[config.mk]
export PLATFORM = sky130hd
export DESIGN_NAME = matvec_top
export DESIGN_NICKNAME = d
export VERILOG_FILES = /design/src/rtl/matvec_pkg.sv /design/src/rtl/matvec_addr_gen.sv /design/src/rtl/matvec_mac.sv /design/src/rtl/matvec_top.sv
export SDC_FILE = /design/constraint.sdc
export NUM_CORES = 1
export LEC_CHECK = 0
export BUFFER_PORTS_ARGS = -buffer_cell sky130_fd_sc_hd__buf_2
export CAP_MARGIN = 20
export CORE_MARGIN = 3
export CORE_UTILIZATION = 40
export DETAILED_ROUTE_END_ITERATION = 12
export GPL_TIMING_DRIVEN = 0
export PLACE_DENSITY_LB_ADDON = 0.25
export SETUP_SLACK_MARGIN = 0.3
export SLEW_MARGIN = 20
export SYNTH_ARGS = -nofsm -noshare
export SYNTH_HDL_FRONTEND = slang
export SYNTH_SLANG_ARGS = --single-unit
[constraint.sdc]
create_clock -name clk -period 21.7 [get_ports clk]
set_input_delay 3.255 -clock clk [delete_from_list [all_inputs] [get_ports clk]]
set_output_delay 3.255 -clock clk [all_outputs]
set_load 0.05 [all_outputs]
[src/rtl/matvec_pkg.sv]
package matvec_pkg;

    localparam int DATA_W    = 16;
    localparam int FRAC_W    = 15;
    localparam int ACC_MAX_W = 48;

    typedef enum logic [0:0] {
        GEN_IDLE = 1'b0,
        GEN_RUN  = 1'b1
    } gen_state_e;

    // Travels with each issued element pair through the read latency.
    typedef struct packed {
        logic valid;
        logic first;  // column 0 of its row
        logic last;   // final column of its row
    } elem_tag_t;

    // Q2.30 sum (sign-extended) -> Q1.15 with round-half-up and saturation.
    function automatic logic signed [DATA_W-1:0] q15_round_sat(
        input logic signed [ACC_MAX_W-1:0] v
    );
        logic signed [ACC_MAX_W-1:0] biased;
        logic signed [ACC_MAX_W-1:0] shifted;
        biased  = v + (ACC_MAX_W'(1) <<< (FRAC_W - 1));
        shifted = biased >>> FRAC_W;
        if (shifted > ACC_MAX_W'(32767))
            return 16'sh7FFF;
        else if (shifted < -ACC_MAX_W'(32768))
            return 16'sh8000;
        else
            return shifted[DATA_W-1:0];
    endfunction

endpackage

[src/rtl/matvec_addr_gen.sv]
module matvec_addr_gen
    import matvec_pkg::*;
#(
    parameter int ROWS   = 4,
    parameter int ADDR_W = 12
) (
    input  logic                 clk,
    input  logic                 rst,
    input  logic                 launch,
    input  logic [ADDR_W-1:0]    mat_base,
    input  logic [ADDR_W-1:0]    vec_base,
    input  logic [ADDR_W-1:0]    res_base,
    output logic [ADDR_W-1:0]    mat_addr,
    output logic [ADDR_W-1:0]    vec_addr,
    output elem_tag_t            tag,
    output logic [(ROWS>1 ? $clog2(ROWS) : 1)-1:0] tag_row,
    output logic [ADDR_W-1:0]    res_base_q,
    output logic                 busy
);
    localparam int COLS = 3 * ROWS;
    localparam int RW   = (ROWS > 1) ? $clog2(ROWS) : 1;
    localparam int CW   = $clog2(COLS);

    gen_state_e          state;
    logic [RW-1:0]       row;
    logic [CW-1:0]       col;
    logic [ADDR_W-1:0]   mptr;
    logic [ADDR_W-1:0]   vb_q;
    logic                col_end;
    logic                row_end;

    assign col_end = (col == CW'(COLS - 1));
    assign row_end = (row == RW'(ROWS - 1));
    assign busy    = (state == GEN_RUN);

    always_ff @(posedge clk) begin
        if (rst) begin
            state      <= GEN_IDLE;
            row        <= '0;
            col        <= '0;
            mptr       <= '0;
            vb_q       <= '0;
            res_base_q <= '0;
            mat_addr   <= '0;
            vec_addr   <= '0;
            tag        <= '0;
            tag_row    <= '0;
        end else begin
            tag <= '0;
            unique case (state)
                GEN_IDLE: begin
                    if (launch) begin
                        state      <= GEN_RUN;
                        row        <= '0;
                        col        <= '0;
                        mptr       <= mat_base;
                        vb_q       <= vec_base;
                        res_base_q <= res_base;
                    end
                end
                GEN_RUN: begin
                    // Row-major storage: the matrix pointer only ever steps by one.
                    mat_addr  <= mptr;
                    vec_addr  <= vb_q + ADDR_W'(col);
                    tag.valid <= 1'b1;
                    tag.first <= (col == '0);
                    tag.last  <= col_end;
                    tag_row   <= row;
                    mptr      <= mptr + 1'b1;
                    if (col_end) begin
                        col <= '0;
                        if (row_end)
                            state <= GEN_IDLE;
                        else
                            row <= row + 1'b1;
                    end else begin
                        col <= col + 1'b1;
                    end
                end
                default: state <= GEN_IDLE;
            endcase
        end
    end

endmodule

[src/rtl/matvec_mac.sv]
module matvec_mac
    import matvec_pkg::*;
#(
    parameter int ROWS   = 4,
    parameter int ADDR_W = 12
) (
    input  logic                 clk,
    input  logic                 rst,
    input  logic [DATA_W-1:0]    mat_data,
    input  logic [DATA_W-1:0]    vec_data,
    input  elem_tag_t            tag_in,
    input  logic [(ROWS>1 ? $clog2(ROWS) : 1)-1:0] row_in,
    input  logic [ADDR_W-1:0]    res_base_in,
    output logic [ADDR_W-1:0]    res_addr,
    output logic [DATA_W-1:0]    res_data,
    output logic                 res_we,
    output logic                 busy
);
    localparam int COLS  = 3 * ROWS;
    localparam int RW    = (ROWS > 1) ? $clog2(ROWS) : 1;
    localparam int GUARD = $clog2(COLS) + 1;
    localparam int PROD_W = 2 * DATA_W;
    localparam int ACC_W = PROD_W + GUARD;

    elem_tag_t                  dtag;
    logic [RW-1:0]              drow;
    logic signed [ACC_W-1:0]    acc;
    logic signed [PROD_W-1:0]   prod;
    logic signed [ACC_W-1:0]    prod_ext;
    logic signed [ACC_W-1:0]    acc_in;
    logic signed [ACC_W-1:0]    sum;
    logic signed [ACC_MAX_W-1:0] sum_ext;

    // Memory data arrives one cycle after the address; align the tag with it.
    always_ff @(posedge clk) begin
        if (rst) begin
            dtag <= '0;
            drow <= '0;
        end else begin
            dtag <= tag_in;
            drow <= row_in;
        end
    end

    assign prod     = $signed(mat_data) * $signed(vec_data);
    assign prod_ext = {{GUARD{prod[PROD_W-1]}}, prod};
    assign acc_in   = dtag.first ? '0 : acc;
    assign sum      = acc_in + prod_ext;
    assign sum_ext  = {{(ACC_MAX_W-ACC_W){sum[ACC_W-1]}}, sum};

    always_ff @(posedge clk) begin
        if (rst) begin
            acc      <= '0;
            res_we   <= 1'b0;
            res_addr <= '0;
            res_data <= '0;
        end else begin
            res_we <= 1'b0;
            if (dtag.valid) begin
                acc <= sum;
                if (dtag.last) begin
                    res_we   <= 1'b1;
                    res_addr <= res_base_in + ADDR_W'(drow);
                    res_data <= q15_round_sat(sum_ext);
                end
            end
        end
    end

    assign busy = dtag.valid | res_we;

endmodule

[src/rtl/matvec_top.sv]
module matvec_top
    import matvec_pkg::*;
#(
    parameter int ROWS   = 4,
    parameter int ADDR_W = 12
) (
    input  logic              clk,
    input  logic              rst,
    input  logic              start,
    input  logic [ADDR_W-1:0] mat_base,
    input  logic [ADDR_W-1:0] vec_base,
    input  logic [ADDR_W-1:0] res_base,
    output logic [ADDR_W-1:0] mat_addr,
    output logic [ADDR_W-1:0] vec_addr,
    input  logic [15:0]       mat_data,
    input  logic [15:0]       vec_data,
    output logic [ADDR_W-1:0] res_addr,
    output logic [15:0]       res_data,
    output logic              res_we,
    output logic              idle
);
    localparam int RW = (ROWS > 1) ? $clog2(ROWS) : 1;

    elem_tag_t           iss_tag;
    logic [RW-1:0]       iss_row;
    logic [ADDR_W-1:0]   rbase_q;
    logic                gen_busy;
    logic                mac_busy;
    logic                launch;

    assign idle   = ~gen_busy & ~iss_tag.valid & ~mac_busy;
    assign launch = start & idle;

    matvec_addr_gen #(.ROWS(ROWS), .ADDR_W(ADDR_W)) u_gen (
        .clk        (clk),
        .rst        (rst),
        .launch     (launch),
        .mat_base   (mat_base),
        .vec_base   (vec_base),
        .res_base   (res_base),
        .mat_addr   (mat_addr),
        .vec_addr   (vec_addr),
        .tag        (iss_tag),
        .tag_row    (iss_row),
        .res_base_q (rbase_q),
        .busy       (gen_busy)
    );

    matvec_mac #(.ROWS(ROWS), .ADDR_W(ADDR_W)) u_mac (
        .clk         (clk),
        .rst         (rst),
        .mat_data    (mat_data),
        .vec_data    (vec_data),
        .tag_in      (iss_tag),
        .row_in      (iss_row),
        .res_base_in (rbase_q),
        .res_addr    (res_addr),
        .res_data    (res_data),
        .res_we      (res_we),
        .busy        (mac_busy)
    );

endmodule

Yosys cells after proc, flatten, opt, wreduce, memory -nomap -nowiden
Cells that the tools add are included.

word-level totals
  bits in registers = 143
  logic and storage cells = 67
  input port bits = 71

operators by class
  $add $sub $neg = 7
  reduce and logical (&&, ||, !) cells = 6
  bitwise logic cells = 8
  eq/ne operators = 5
  muxes and demuxes = 18
  magnitude comparators = 2
  multiply operators = 1

operator list
  operator                                                       count
  adder 37 x 16 -> 38 bit (second input constant)                1
  adder 37 x 32 -> 37 bit                                        1
  two-way mux 37 bit                                             1
  multiplier 16 x 16 -> 32 bit                                   1
  two-way mux 16 bit                                             2
  case mux 12 bit (2 select lines)                               1
  > comparator 23 x 16 -> 1 bit (second input constant)          1
  less-than comparator 23 x 16 -> 1 bit (second input constant)  1
  adder 12 x 1 -> 12 bit (second input constant)                 1
  adder 12 x 2 -> 12 bit                                         1
  adder 12 x 4 -> 12 bit                                         1
  two-way mux 12 bit                                             1
  two-way mux 4 bit                                              2
  case mux 4 bit (2 select lines)                                1
  two-way mux 2 bit                                              3
  != test 2 bit (second input constant)                          3
  adder 4 x 1 -> 4 bit (second input constant)                   1
  == test 4 bit (second input constant)                          1
  logical NOT 4 bit                                              1
  two-way mux 1 bit                                              4
  inverter 1 bit                                                 4
  case mux 2 bit (2 select lines)                                1
  AND reduction 2 bit                                            2
  OR reduction 2 bit                                             2
  other kinds (7)                                                9

Longest topological paths before layout
  depth in word-level cells = 6
  gate-level depth with buffers = 32
  mapped depth without buffers = 27

Cells and area by module
From an unflattened synthesis, not the netlist that was laid out.

second synthesis, totals
  cells, all modules = 2180
  area total of the unflattened synthesis = 19311.0 µm²

modules (own cells, without submodules)
  module           area each (µm²)  cells each  times used
  matvec_mac       16154.2          1810        1
  matvec_addr_gen  3136.8           368         1
  matvec_top       20.0             2           1

Worst setup path after synthesis
Ideal clock, no wire load.

  path kind = input to register
  from = input port mat_data[15]
  to = register u_mac.res_data[10]
  setup time = 79 ps
  path slack = 11125 ps
  buffers on the path = 3
  arrival = 10496 ps
  cell stages on the path = 27
  cell sequence = clkbuf_1 > nand2_1 > inv_1 > fa_1 > fa_1 > inv_1 > fa_1 > inv_1 > fa_1 > fa_1 > inv_1 > fa_1 > inv_1 > ha_1 > buf_2 > and3_1 > a32o_1 > a311o_1 > o211a_1 > nand2b_1 > xnor2_1 > nand3_1 > nor3_1 > mux2i_1 > o21ai_4 > buf_6 > a211oi_2

between the ends
  longest elaborated chain between the ends = 6
  elaborated cells on any way between the ends = 7
  classes of those cells = 2 x add/sub; 1 x mul; 2 x order compare; 2 x mux

ends and longest elaborated chain
  item                                   RTL line          text
  start: declaration                     matvec_top.sv:15  input logic [15:0] mat_data,
  multiplier 16 x 16 -> 32 bit (*)       matvec_mac.sv:45  assign prod = $signed(mat_data) * $signed(vec_data);
  adder 37 x 32 -> 37 bit (*)            matvec_mac.sv:48  assign sum = acc_in + prod_ext;
  adder 37 x 16 -> 38 bit (*)            matvec_pkg.sv:25  biased = v + (ACC_MAX_W'(1) <<< (FRAC_W - 1));
  less-than comparator 23 x 16 -> 1 bit  matvec_pkg.sv:29  else if (shifted < -ACC_MAX_W'(32768))
  two-way mux 16 bit                     matvec_pkg.sv:29
  two-way mux 16 bit (*)                 matvec_pkg.sv:27  if (shifted > ACC_MAX_W'(32767))
  end signal: assignment                 matvec_mac.sv:64  res_data <= q15_round_sat(sum_ext);
  end: declaration                       matvec_mac.sv:15  output logic [DATA_W-1:0] res_data,

Mark *: on every way between the ends. The rest lies on a longest branch, timed or not.
A chain may end at the register's enable or synchronous reset.

Worst setup path after layout
  from = input port mat_data[15]
  to = register u_mac.res_data[7]

The elaborated chain is that of the path after synthesis.

==> flow_summary_export.csv <==
group,metric,value,unit
status,status,"finished, final reports clean",
synth,synth_cells,2112,
synth,ys_types,81,
worst_setup_path,max_stage_delay,0.92,ns
detailed_routing,route.detailed.drc,0,
floorplan,core,0.0460,sq mm
final_layout,multiInputGateArea,0.0143,sq mm
final_layout,seqCellArea,0.00286,sq mm
synth,synth_top_area_share,33.9,%
synth,synth-seq-cells,143,
detailed_routing,drt_iter0_drc,752,
sta,setup_violations,0,
final_layout,nNetsFinal,2765,
floorplan,die_width,223,microns
clock_tree,cts-resized-gates,0,
global_route,grt_max_degree,21,
sta,slew_headroom,40.9,%
clock_tree,cts_setup_buffers,0,
detailed_routing,wirelength,50600,microns
sta,tightest_slew,0.885,ns
detailed_routing,dr_total_vias,14500,
floorplan,die_h,223,microns
final_layout,n_antenna_cell,0,
sta,timing.final.crit_period,11.40,ns
clock_tree,clock-sinks,143,
detailed_routing,routedWlPerCell,17.6,microns
worst_setup_path,worstSetupEndpointType,"register",
synth,syn_nets,2623,
floorplan,start_util,41.1,%
global_route,gr-total-overflow,0,
min_path,holdCritPathClass,"reg -> reg",
detailed_routing,final_antenna_net_count,0,
synth,yosysWarnings,0,
floorplan,num_io_pins,125,
sta,finalSetupTns,0,ns
synth,synth_area,0.0189,sq mm
final_layout,n_fill_cell,4486,
worst_setup_path,critical_path.startpoint_type,"primary input",
sta,skew,0.0135,ns
global_route,grt.total_usage,21.1,%
final_layout,synthToLayoutAreaGrowth,10.4,%
worst_setup_path,critPathRequiredTime,22.00,ns
final_layout,drive_above_1_share,9.66,%
floorplan,rows,78,
synth,synth_edf_count,0,
final_layout,design_area,0.0208,sq mm
worst_setup_path,cp.arrival,11.70,ns
sta,hold_ws,0.439,ns
synth,synth_top_cell_by_area,"fa_1",
clock_tree,clockBufferDepth,2,
worst_setup_path,critical_path_class,"in -> reg",
detailed_routing,vias_per_cell,5.04,
sta,drv_slew,0,
sta,rsz0062_at_grt,"false",
clock_tree,clockRootBuffer,"clkbuf_16",
synth,synth_ff_type,"dfxtp_1",
clock_tree,holdBufCountCts,0,
clock_tree,cts_tree,"yes",
clock_tree,clk_pin_slew,0.06,ns
synth,syn_avg_cell_area,8.94,sq um
detailed_routing,drtPass1Iterations,5,
global_route,grt_first_pass_wirelength,83900,microns
global_route,antenna_found_initial,1,
run,maxCapViolations,0,
clock_tree,htree_levels,4,
worst_setup_path,path_max_fanout,10,
place,place_area,0.0203,sq mm
synth,synthArstFlopShare,0,%
synth,seq_area_frac_synth,15.2,%
place,hpwlAfterDp,43400,microns
global_route,grt_pass1_vias,15200,
place,portBuffers,123,
sta,finalCritPeriodShare,52.5,%
sta,fmax,0.0877,GHz
clock_tree,clk_latency,0.43,ns
clock_tree,cts_made_buffers,17,
place,gp_routability_congestion,0.900,
floorplan,dieArea,0.0499,sq mm
synth,ys_top_cells_by_area,"fa_1, dfxtp_1, ha_1",
sta,hold_violations,0,
worst_setup_path,crit_slowest_cell,"fa_1",
==> cells in the mapped netlist (3+ instances only) <==
master	number
inv_1	356
fa_1	320
nand2_1	247
nor2_1	164
dfxtp_1	143
and2_1	120
ha_1	120
a21oi_1	101
clkbuf_1	69
xnor2_1	51
nor2b_1	50
mux2i_1	46
a211oi_1	34
nand3_1	25
and3_1	23
xor2_1	23
o21ai_0	17
nor3_1	16
nand2b_1	15
a211oi_2	12
a21o_1	12
o211ai_1	10
buf_1	9
buf_2	9
o21ai_1	9
o21a_1	7
o21bai_1	6
a211o_1	5
a21oi_2	5
nand4_1	5
nor4b_1	5
a31oi_1	4
buf_4	4
buf_6	4
nor4_1	4
o2111ai_1	4
nor3b_1	3
or3_1	3
==> logic make-up (layout without fill, tap and decap cells) <==
logic type      count (synthesis)  in the layout  synth area share [%]
xor+xnor                       77             77                  3.75
flops                         143            143                  15.2
buf+inv                       451            606                  9.26
mux                            49             49                  2.64
simple gates                  694            694                  17.6
fa+ha+maj                     440            440                  41.9
compound gates                258            258                  9.67
==> layout make-up <==
type / instances / share of cell area, %
Tap cell: 600 / 3.60
Sequential cell: 143 / 13.7
Timing Repair Buffer: 123 / 2.95
Multi-Input combinational cell: 1518 / 68.5
Inverter: 356 / 6.41
Clock inverter: 15 / 0.780
Buffer: 95 / 1.98
Clock buffer: 17 / 2.04
==> per-layer routing <==
metal  GRT usage, %  vias up  wire length (microns)
li1               -     6896                      -
met1           29.1     7146                  23000
met2           35.1      367                  24100
met3           2.99       50                   2510
met4           4.88        0                   1040
met5              0        -                      0
==> worst max-delay path: cells and delay by family <==
family | cells | cell delay [ns]
buf+inv | 9 | 1.57
simple gates | 4 | 1.13
mux | 1 | 0.12
compound gates | 7 | 1.69
fa+ha+maj | 7 | 3.95
==> worst paths after layout <==
check                                 from                               to  slack, ns  depth (start not counted)
setup reg to reg  u_mac.dtag[1]$_SDFF_PP0_  u_mac.res_data[12]$_SDFFE_PP0P_      13.85                         25
hold reg to reg    u_gen.tag[0]$_SDFF_PP0_         u_mac.dtag[0]$_SDFF_PP0_       0.44                          1
hold / removal     u_gen.tag[0]$_SDFF_PP0_         u_mac.dtag[0]$_SDFF_PP0_       0.44                          1
setup / recovery              mat_data[15]   u_mac.res_data[7]$_SDFFE_PP0P_      10.30                         28
==> registers in the layout (all words and copies together) (netlist names) <==
name / flops
u_gen.busy: 1
u_gen.col: 4
u_gen.mat_addr: 12
u_gen.mptr: 12
u_gen.res_base_q: 12
u_gen.row: 2
u_gen.tag: 3
u_gen.tag_row: 2
u_gen.vb_q: 12
u_gen.vec_addr: 12
u_mac.acc: 37
u_mac.drow: 2
u_mac.dtag: 3
u_mac.res_addr: 12
u_mac.res_data: 16
u_mac.res_we: 1
==> stage by stage <==
| step | setup WS (ns) | std cells | utilization [%] |
|---|---|---|---|
| 6_report | 10.30 | 2867 | 45.3 |
| 4_1_cts | 10.33 | 2867 | 45.3 |
| 2_1_floorplan | 11.12 | 2112 | - |
| 5_1_grt | 9.76 | 2867 | 45.3 |
| 3_5_place_dp | 9.93 | 2835 | 44.1 |
| 3_3_place_gp | 9.97 | 2835 | 44.1 |
==> cells in the final DEF (no fill, tap or decap), types with 5 or more instances in the layout <==
| cell type | instances |
|---|---|
| a211o_1 | 5 |
| a211oi_1 | 34 |
| a211oi_2 | 12 |
| a21o_1 | 12 |
| a21oi_1 | 101 |
| a21oi_2 | 5 |
| and2_1 | 120 |
| and3_1 | 23 |
| buf_1 | 9 |
| buf_2 | 132 |
| clkbuf_1 | 69 |
| clkbuf_16 | 17 |
| dfxtp_1 | 143 |
| fa_1 | 319 |
| ha_1 | 120 |
| inv_1 | 356 |
| inv_6 | 7 |
| mux2i_1 | 46 |
| nand2_1 | 247 |
| nand2b_1 | 15 |
| nand3_1 | 25 |
| nand4_1 | 5 |
| nor2_1 | 164 |
| nor2b_1 | 50 |
| nor3_1 | 16 |
| nor4b_1 | 5 |
| o211ai_1 | 10 |
| o21a_1 | 7 |
| o21ai_0 | 17 |
| o21ai_1 | 9 |
| o21bai_1 | 6 |
| xnor2_1 | 51 |
| xor2_1 | 23 |
Power is left out: the tool's default activity adds up to more than one toggle a clock period on the data nets, which glitch-free logic cannot reach.
